<file path="config.mk">
export PLATFORM = sky130hd
export DESIGN_NAME = fdc_hostregs
export DESIGN_NICKNAME = d
export VERILOG_FILES = /design/src/rtl/fdc_pkg.sv /design/src/rtl/fdc_cmd_class.sv /design/src/rtl/fdc_stat_view.sv /design/src/rtl/fdc_irq_ctl.sv /design/src/rtl/fdc_hostregs.sv
export SDC_FILE = /design/constraint.sdc
export NUM_CORES = 1
export LEC_CHECK = 0
export BUFFER_PORTS_ARGS = -buffer_cell sky130_fd_sc_hd__buf_2
export CORE_MARGIN = 3
export CORE_UTILIZATION = 50
export DETAILED_ROUTE_END_ITERATION = 10
export PLACE_DENSITY = 0.91
export RECOVER_POWER = 100
export SLEW_MARGIN = 20
export SYNTH_ARGS = -nofsm -noshare
export SYNTH_HDL_FRONTEND = slang
export SYNTH_SLANG_ARGS = --single-unit
</file>
<file path="constraint.sdc">
create_clock -name clk -period 2.5 [get_ports clk]
set_input_delay 0.5 -clock clk [delete_from_list [all_inputs] [get_ports clk]]
set_output_delay 0.5 -clock clk [all_outputs]
set_load 0.02 [all_outputs]
</file>
<file path="src/rtl/fdc_pkg.sv">
package fdc_pkg;
  localparam int unsigned BYTE_W = 8;

  typedef enum logic [1:0] {
    CK_STEP  = 2'd0,
    CK_XFER  = 2'd1,
    CK_TRACK = 2'd2,
    CK_ABORT = 2'd3
  } cmd_kind_e;

  typedef struct packed {
    logic motor;
    logic wprot;
    logic deleted;
    logic spun;
    logic rnf;
    logic crc;
    logic lost;
    logic at_trk0;
  } drive_flags_t;
endpackage

</file>
<file path="src/rtl/fdc_cmd_class.sv">
module fdc_cmd_class
  import fdc_pkg::*;
(
  input  logic [BYTE_W-1:0] code,
  output cmd_kind_e         kind
);
  always_comb begin
    casez (code[7:4])
      4'b0???: kind = CK_STEP;
      4'b10??: kind = CK_XFER;
      4'b1101: kind = CK_ABORT;
      default: kind = CK_TRACK;
    endcase
  end
endmodule

</file>
<file path="src/rtl/fdc_stat_view.sv">
module fdc_stat_view
  import fdc_pkg::*;
#(
  parameter int unsigned SETTLE_SD = 48,
  parameter int unsigned SETTLE_DD = 24
) (
  input  logic              clk,
  input  logic              rst_n,
  input  logic              view_xfer,
  input  drive_flags_t      flags,
  input  logic              drq,
  input  logic              busy,
  input  logic              cmd_acc,
  input  logic              busy_next,
  input  logic              sd_mode,
  output logic [BYTE_W-1:0] stat
);
  localparam int unsigned MAX_SETTLE = (SETTLE_SD > SETTLE_DD) ? SETTLE_SD : SETTLE_DD;
  localparam int unsigned CNT_W      = $clog2(MAX_SETTLE + 1) < 1 ? 1 : $clog2(MAX_SETTLE + 1);

  logic [BYTE_W-1:0] live;

  always_comb begin
    live[7] = flags.motor;
    live[6] = view_xfer ? flags.wprot : 1'b0;
    live[5] = view_xfer ? flags.deleted : flags.spun;
    live[4] = flags.rnf;
    live[3] = flags.crc;
    live[2] = view_xfer ? flags.lost : ~flags.at_trk0;
    live[1] = drq;
    live[0] = busy;
  end

  generate
    if (MAX_SETTLE == 0) begin : g_direct
      assign stat = live;
    end else begin : g_settle
      logic [CNT_W-1:0]  cnt_q;
      logic [BYTE_W-1:0] stat_q;
      always_ff @(posedge clk) begin
        if (!rst_n) begin
          cnt_q  <= '0;
          stat_q <= '0;
        end else if (cmd_acc) begin
          cnt_q  <= sd_mode ? CNT_W'(SETTLE_SD) : CNT_W'(SETTLE_DD);
          stat_q <= {stat_q[7:1], busy_next};
        end else if (cnt_q != '0) begin
          cnt_q  <= cnt_q - 1'b1;
        end else begin
          stat_q <= live;
        end
      end
      assign stat = stat_q;
    end
  endgenerate
endmodule

</file>
<file path="src/rtl/fdc_irq_ctl.sv">
module fdc_irq_ctl (
  input  logic       clk,
  input  logic       rst_n,
  input  logic       abort_acc,
  input  logic [3:0] abort_bits,
  input  logic       go_acc,
  input  logic       done_evt,
  input  logic       stat_rd,
  input  logic       index_pulse,
  input  logic       drv_ready,
  output logic       intrq
);
  localparam int unsigned N_COND = 3;

  logic [N_COND-1:0] arm_q;
  logic [N_COND-1:0] lvl_now;
  logic [N_COND-1:0] lvl_q;
  logic [N_COND-1:0] want_rise;
  logic [N_COND-1:0] evt;
  logic              set_irq;
  logic              clr_irq;

  // condition order: [2] index rise, [1] ready fall, [0] ready rise
  assign lvl_now   = {index_pulse, drv_ready, drv_ready};
  assign want_rise = 3'b101;

  genvar gi;
  generate
    for (gi = 0; gi < N_COND; gi++) begin : g_edge
      assign evt[gi] = want_rise[gi] ? (lvl_now[gi] & ~lvl_q[gi])
                                     : (~lvl_now[gi] & lvl_q[gi]);
    end
  endgenerate

  assign set_irq = (abort_acc & abort_bits[3]) | done_evt | (|(arm_q & evt));
  assign clr_irq = stat_rd | go_acc | abort_acc;

  always_ff @(posedge clk) begin
    if (!rst_n) begin
      arm_q <= '0;
      lvl_q <= '0;
      intrq <= 1'b0;
    end else begin
      lvl_q <= lvl_now;
      if (abort_acc) arm_q <= abort_bits[2:0];
      if (set_irq)      intrq <= 1'b1;
      else if (clr_irq) intrq <= 1'b0;
    end
  end
endmodule

</file>
<file path="src/rtl/fdc_hostregs.sv">
module fdc_hostregs
  import fdc_pkg::*;
#(
  parameter int unsigned SETTLE_SD = 48,
  parameter int unsigned SETTLE_DD = 24
) (
  input  logic       clk,
  input  logic       rst_n,
  input  logic       bus_cs,
  input  logic       bus_rd,
  input  logic       bus_wr,
  input  logic [1:0] bus_addr,
  input  logic [7:0] bus_wdata,
  output logic [7:0] bus_rdata,
  input  logic       sd_mode,
  input  logic       motor_on,
  input  logic       wr_protect,
  input  logic       deleted_mark,
  input  logic       spun_up,
  input  logic       rec_not_found,
  input  logic       crc_error,
  input  logic       lost_data,
  input  logic       head_at_trk0,
  input  logic       index_pulse,
  input  logic       drv_ready,
  input  logic       eng_done,
  input  logic       eng_need,
  input  logic       eng_in_valid,
  input  logic [7:0] eng_in_data,
  output logic       eng_in_ready,
  input  logic       eng_trk_we,
  input  logic [7:0] eng_trk_val,
  output logic       cmd_start,
  output logic [1:0] cmd_kind,
  output logic [7:0] cmd_code,
  output logic       cmd_abort,
  output logic       busy,
  output logic       drq,
  output logic       intrq,
  output logic [7:0] trk_reg,
  output logic [7:0] sec_reg,
  output logic [7:0] dat_reg
);
  localparam logic [1:0] OFS_CMD = 2'd0;
  localparam logic [1:0] OFS_TRK = 2'd1;
  localparam logic [1:0] OFS_SEC = 2'd2;
  localparam logic [1:0] OFS_DAT = 2'd3;

  cmd_kind_e    wr_kind;
  cmd_kind_e    kind_q;
  drive_flags_t flags;
  logic         wr_any, rd_any, cmd_wr, go_acc, abort_acc, done_evt, in_acc;
  logic         busy_q, busy_nx, drq_q, view_xfer_q, start_q, abort_q;
  logic [7:0]   code_q, trk_q, sec_q, dat_q, stat;

  assign wr_any    = bus_cs & bus_wr;
  assign rd_any    = bus_cs & bus_rd;
  assign cmd_wr    = wr_any & (bus_addr == OFS_CMD);

  fdc_cmd_class u_class (
    .code (bus_wdata),
    .kind (wr_kind)
  );

  assign abort_acc = cmd_wr & (wr_kind == CK_ABORT);
  assign go_acc    = cmd_wr & (wr_kind != CK_ABORT) & ~busy_q;
  assign done_evt  = eng_done & busy_q & ~abort_acc;
  assign in_acc    = eng_in_valid & ~drq_q;

  always_comb begin
    busy_nx = busy_q;
    if (go_acc)                     busy_nx = 1'b1;
    else if (abort_acc || done_evt) busy_nx = 1'b0;
  end

  always_ff @(posedge clk) begin
    if (!rst_n) begin
      busy_q      <= 1'b0;
      start_q     <= 1'b0;
      abort_q     <= 1'b0;
      code_q      <= '0;
      kind_q      <= CK_STEP;
      view_xfer_q <= 1'b0;
    end else begin
      busy_q  <= busy_nx;
      start_q <= go_acc;
      abort_q <= abort_acc & busy_q;
      if (go_acc) begin
        code_q      <= bus_wdata;
        kind_q      <= wr_kind;
        view_xfer_q <= (wr_kind != CK_STEP);
      end
    end
  end

  always_ff @(posedge clk) begin
    if (!rst_n) begin
      drq_q <= 1'b0;
    end else if (eng_need || in_acc) begin
      drq_q <= 1'b1;
    end else if (((rd_any || wr_any) && bus_addr == OFS_DAT) || go_acc) begin
      drq_q <= 1'b0;
    end
  end

  always_ff @(posedge clk) begin
    if (!rst_n) begin
      trk_q <= '0;
      sec_q <= '0;
      dat_q <= '0;
    end else begin
      if (eng_trk_we)                              trk_q <= eng_trk_val;
      else if (wr_any && bus_addr == OFS_TRK)      trk_q <= bus_wdata;
      if (wr_any && bus_addr == OFS_SEC)           sec_q <= bus_wdata;
      if (in_acc)                                  dat_q <= eng_in_data;
      else if (wr_any && bus_addr == OFS_DAT)      dat_q <= bus_wdata;
    end
  end

  assign flags = '{motor: motor_on, wprot: wr_protect, deleted: deleted_mark,
                   spun: spun_up, rnf: rec_not_found, crc: crc_error,
                   lost: lost_data, at_trk0: head_at_trk0};

  fdc_stat_view #(
    .SETTLE_SD (SETTLE_SD),
    .SETTLE_DD (SETTLE_DD)
  ) u_stat (
    .clk       (clk),
    .rst_n     (rst_n),
    .view_xfer (view_xfer_q),
    .flags     (flags),
    .drq       (drq_q),
    .busy      (busy_q),
    .cmd_acc   (go_acc | abort_acc),
    .busy_next (busy_nx),
    .sd_mode   (sd_mode),
    .stat      (stat)
  );

  fdc_irq_ctl u_irq (
    .clk         (clk),
    .rst_n       (rst_n),
    .abort_acc   (abort_acc),
    .abort_bits  (bus_wdata[3:0]),
    .go_acc      (go_acc),
    .done_evt    (done_evt),
    .stat_rd     (rd_any & (bus_addr == OFS_CMD)),
    .index_pulse (index_pulse),
    .drv_ready   (drv_ready),
    .intrq       (intrq)
  );

  always_comb begin
    case (bus_addr)
      OFS_CMD: bus_rdata = stat;
      OFS_TRK: bus_rdata = trk_q;
      OFS_SEC: bus_rdata = sec_q;
      default: bus_rdata = dat_q;
    endcase
  end

  assign eng_in_ready = ~drq_q;
  assign cmd_start    = start_q;
  assign cmd_kind     = kind_q;
  assign cmd_code     = code_q;
  assign cmd_abort    = abort_q;
  assign busy         = busy_q;
  assign drq          = drq_q;
  assign trk_reg      = trk_q;
  assign sec_reg      = sec_q;
  assign dat_reg      = dat_q;
endmodule

</file>
==> metrics <==
Worst EP required 2.00 ns; final hold violation count 0; Slew headroom 43.2%; RSZ-0062 raised after global routing false; Max-Cap Viols 0; vias per cell 5.66; Layout Nets 427; dpl cell area 3300 um2; post-synthesis register bit count 59; Final period util 84.9%; Switching Fraction 31.3%; global-route wire length before repair 12400 um; clock root cell clkbuf_8; Max FO, Critical Path 16; Leak 0.00144 uW; Startpoint Class primary input; Synth Flop Type dfxtp_1; cell taking the most area after synthesis dfxtp_1; count of buffers from port buffering 93; GRT busiest layer met2; Pre-Repair DR Iteration Count 4; routed vias 2566; # IOs 94; layout cell share with drive strength beyond 1 20.6%; core box area 5270 um2; M1 GR Usage 30.9%; Comb pwr share 26.4%; status completed; initial antenna violation count 0; RD Place Congestion 0.874; global routing usage on met2 42.6%; Post CTS Setup Buffer Count 0; arrival time at the worst endpoint 1.62 ns; Finish-stage setup viols 0; Final Max Slew Viols 0; largest net degree at the start of global routing 24; critical path buffer and inverter count 2; DIE WIDTH 80.8 um; setup TNS 0 ns; vias in the first global route 2521; Tot GR Track Use 25.7%; Setup Crit Path Kind in -> out; synth top area cells dfxtp_1 42%, mux2i_1 9.3%, nand2_1 8.1%; Distinct cells, synth 52; DRC viols 0; Layout Skew 0.00470 ns; async set-reset flop share out of synthesis 0%; H-tree depth 3; DRT iter0 DRCs 217; Hold Crit Class in -> reg; DR WL/cell 17.5 um; P_int 1880 uW; post-CTS sizing 0; Final Critical Period 2.12 ns; final instance area 3420 um2; Global Route met3 Usage 9.42%; Switch Pwr 857 uW; Syn Area/Cell 9.77 um2; clk_lat worst skew 0.33 ns; ANT cells 0; post-synth top area share 42.3%; Slowest Stage Delay on Critical Path 0.57 ns; Post-DRT Antenna Nets 0; HPWL Detailed 5950 um; peak supply drop 487 uV; part of the power in registers 41.5%; die area 6520 um2; CTS buffer count 9; CTS tree yes; syn_nets 333; CTS Sinks 59; sequential share of the synthesized area 42.3%; Rows 26; global route total overflow 0; EDFF count, synth 0; CTS Hold Bufs 0; area grow syn2layout 22.5%; Syn Std Cell Area 2790 um2; f_max 471 MHz; R2R Setup Slk 0.42 ns; Fin Hold WS 0.385 ns; clock share of power 32.1%; Worst Tran Pin Value 0.852 ns; count leader, synth nand2_1; commonest cells in the netlist 60 x nand2_1, 59 x dfxtp_1, 26 x mux2i_1; pwr dens 800 nW/um2; Final Util 65.0%; critical path's slowest cell mux4_2; CTS max path bufs 2; Worst path top cell family by delay multiplexers; Clock transition at path regs 0.06 ns; Die Y 80.8 um; Worst setup EP type primary output; Initial Utilization 53.0%; CP cell instances buf_2 > mux4_2 > clkbuf_1; wirelength, routed 7930 um; YS warnings 0; cells after synthesis 286
==> cells in the final DEF (no fill, tap or decap), drive strengths merged, types with 2 or more instances in the layout <==
cell type / Yosys / final
clkbuf: 7 / 63
nand2: 60 / 60
dfxtp: 59 / 59
buf: 8 / 48
mux2i: 26 / 26
a21boi: 16 / 16
and2: 12 / 12
o21ai: 10 / 10
o211a: 9 / 9
mux4: 8 / 8
nor2: 8 / 8
nand3: 6 / 6
inv: 5 / 5
nor2b: 5 / 5
nand3b: 4 / 4
nor3: 4 / 4
a21oi: 4 / 4
o31ai: 3 / 3
a211oi: 3 / 3
a22oi: 2 / 2
or3: 2 / 2
xnor2: 2 / 2
o2111ai: 2 / 2
o221a: 2 / 2
nand4b: 2 / 2
==> per-layer routing <==
metal  wire length, um  vias to the layer above  part of all wire, %
met4               163                        0                  2.1
met1              3120                     1220                   39
met5                 0                        -                    0
met3               694                       17                  8.7
met2              3950                      121                   50
li1                  -                     1208                    -
==> metrics by stage <==
step / total power, uW / setup slack [ns] / std cells
floorplan: 1700 / 0.559 / 286
global placement: 1850 / 0.409 / 439
detailed placement: 1890 / 0.391 / 439
CTS: 2780 / 0.379 / 453
global route: 2890 / 0.230 / 453
finish: 2740 / 0.377 / 453
==> final timing paths <==
| check | startpoint | cells past startpoint | endpoint |
|---|---|---|---|
| hold / removal | index_pulse | 2 | u_irq.lvl_q[2]$_SDFF_PN0_ |
| setup reg to reg | u_stat.g_settle.cnt_q[0]$_SDFFE_PN0P_ | 6 | u_stat.stat[6]$_SDFFE_PN0P_ |
| hold reg to reg | u_stat.stat[4]$_SDFFE_PN0P_ | 2 | u_stat.stat[4]$_SDFFE_PN0P_ |
| setup / recovery | bus_addr[0] | 3 | bus_rdata[2] |
==> cells by family after synthesis <==
family | share of synthesized area [%]
muxes | 16.2
adders and majority gates | 0.448
DFF | 42.3
AOI/OAI and AO/OA | 15.7
xor gates and xnor gates | 0.941
and+or+nand+nor | 20.6
buffers and inverters | 3.90
==> final cells by class <==
type | instances | area, um2
Multi-Input combinational cell | 206 | 1490
Fill cell | 457 | 1850
Tap cell | 70 | 87.6
Clock inverter | 2 | 35.0
Clock buffer | 12 | 165
Sequential cell | 59 | 1180
Timing Repair Buffer | 99 | 442
Inverter | 5 | 18.8
==> power by group through the flow <==
stage	Sequential [uW]	Combinational (uW)	Clock (uW)
floorplan	1160	538	0
global placement	1150	708	0
detailed placement	1150	741	0
CTS	1130	748	896
global route	1150	787	953
finish	1140	723	881
No activity file was read; power rests on OpenSTA's default activity.
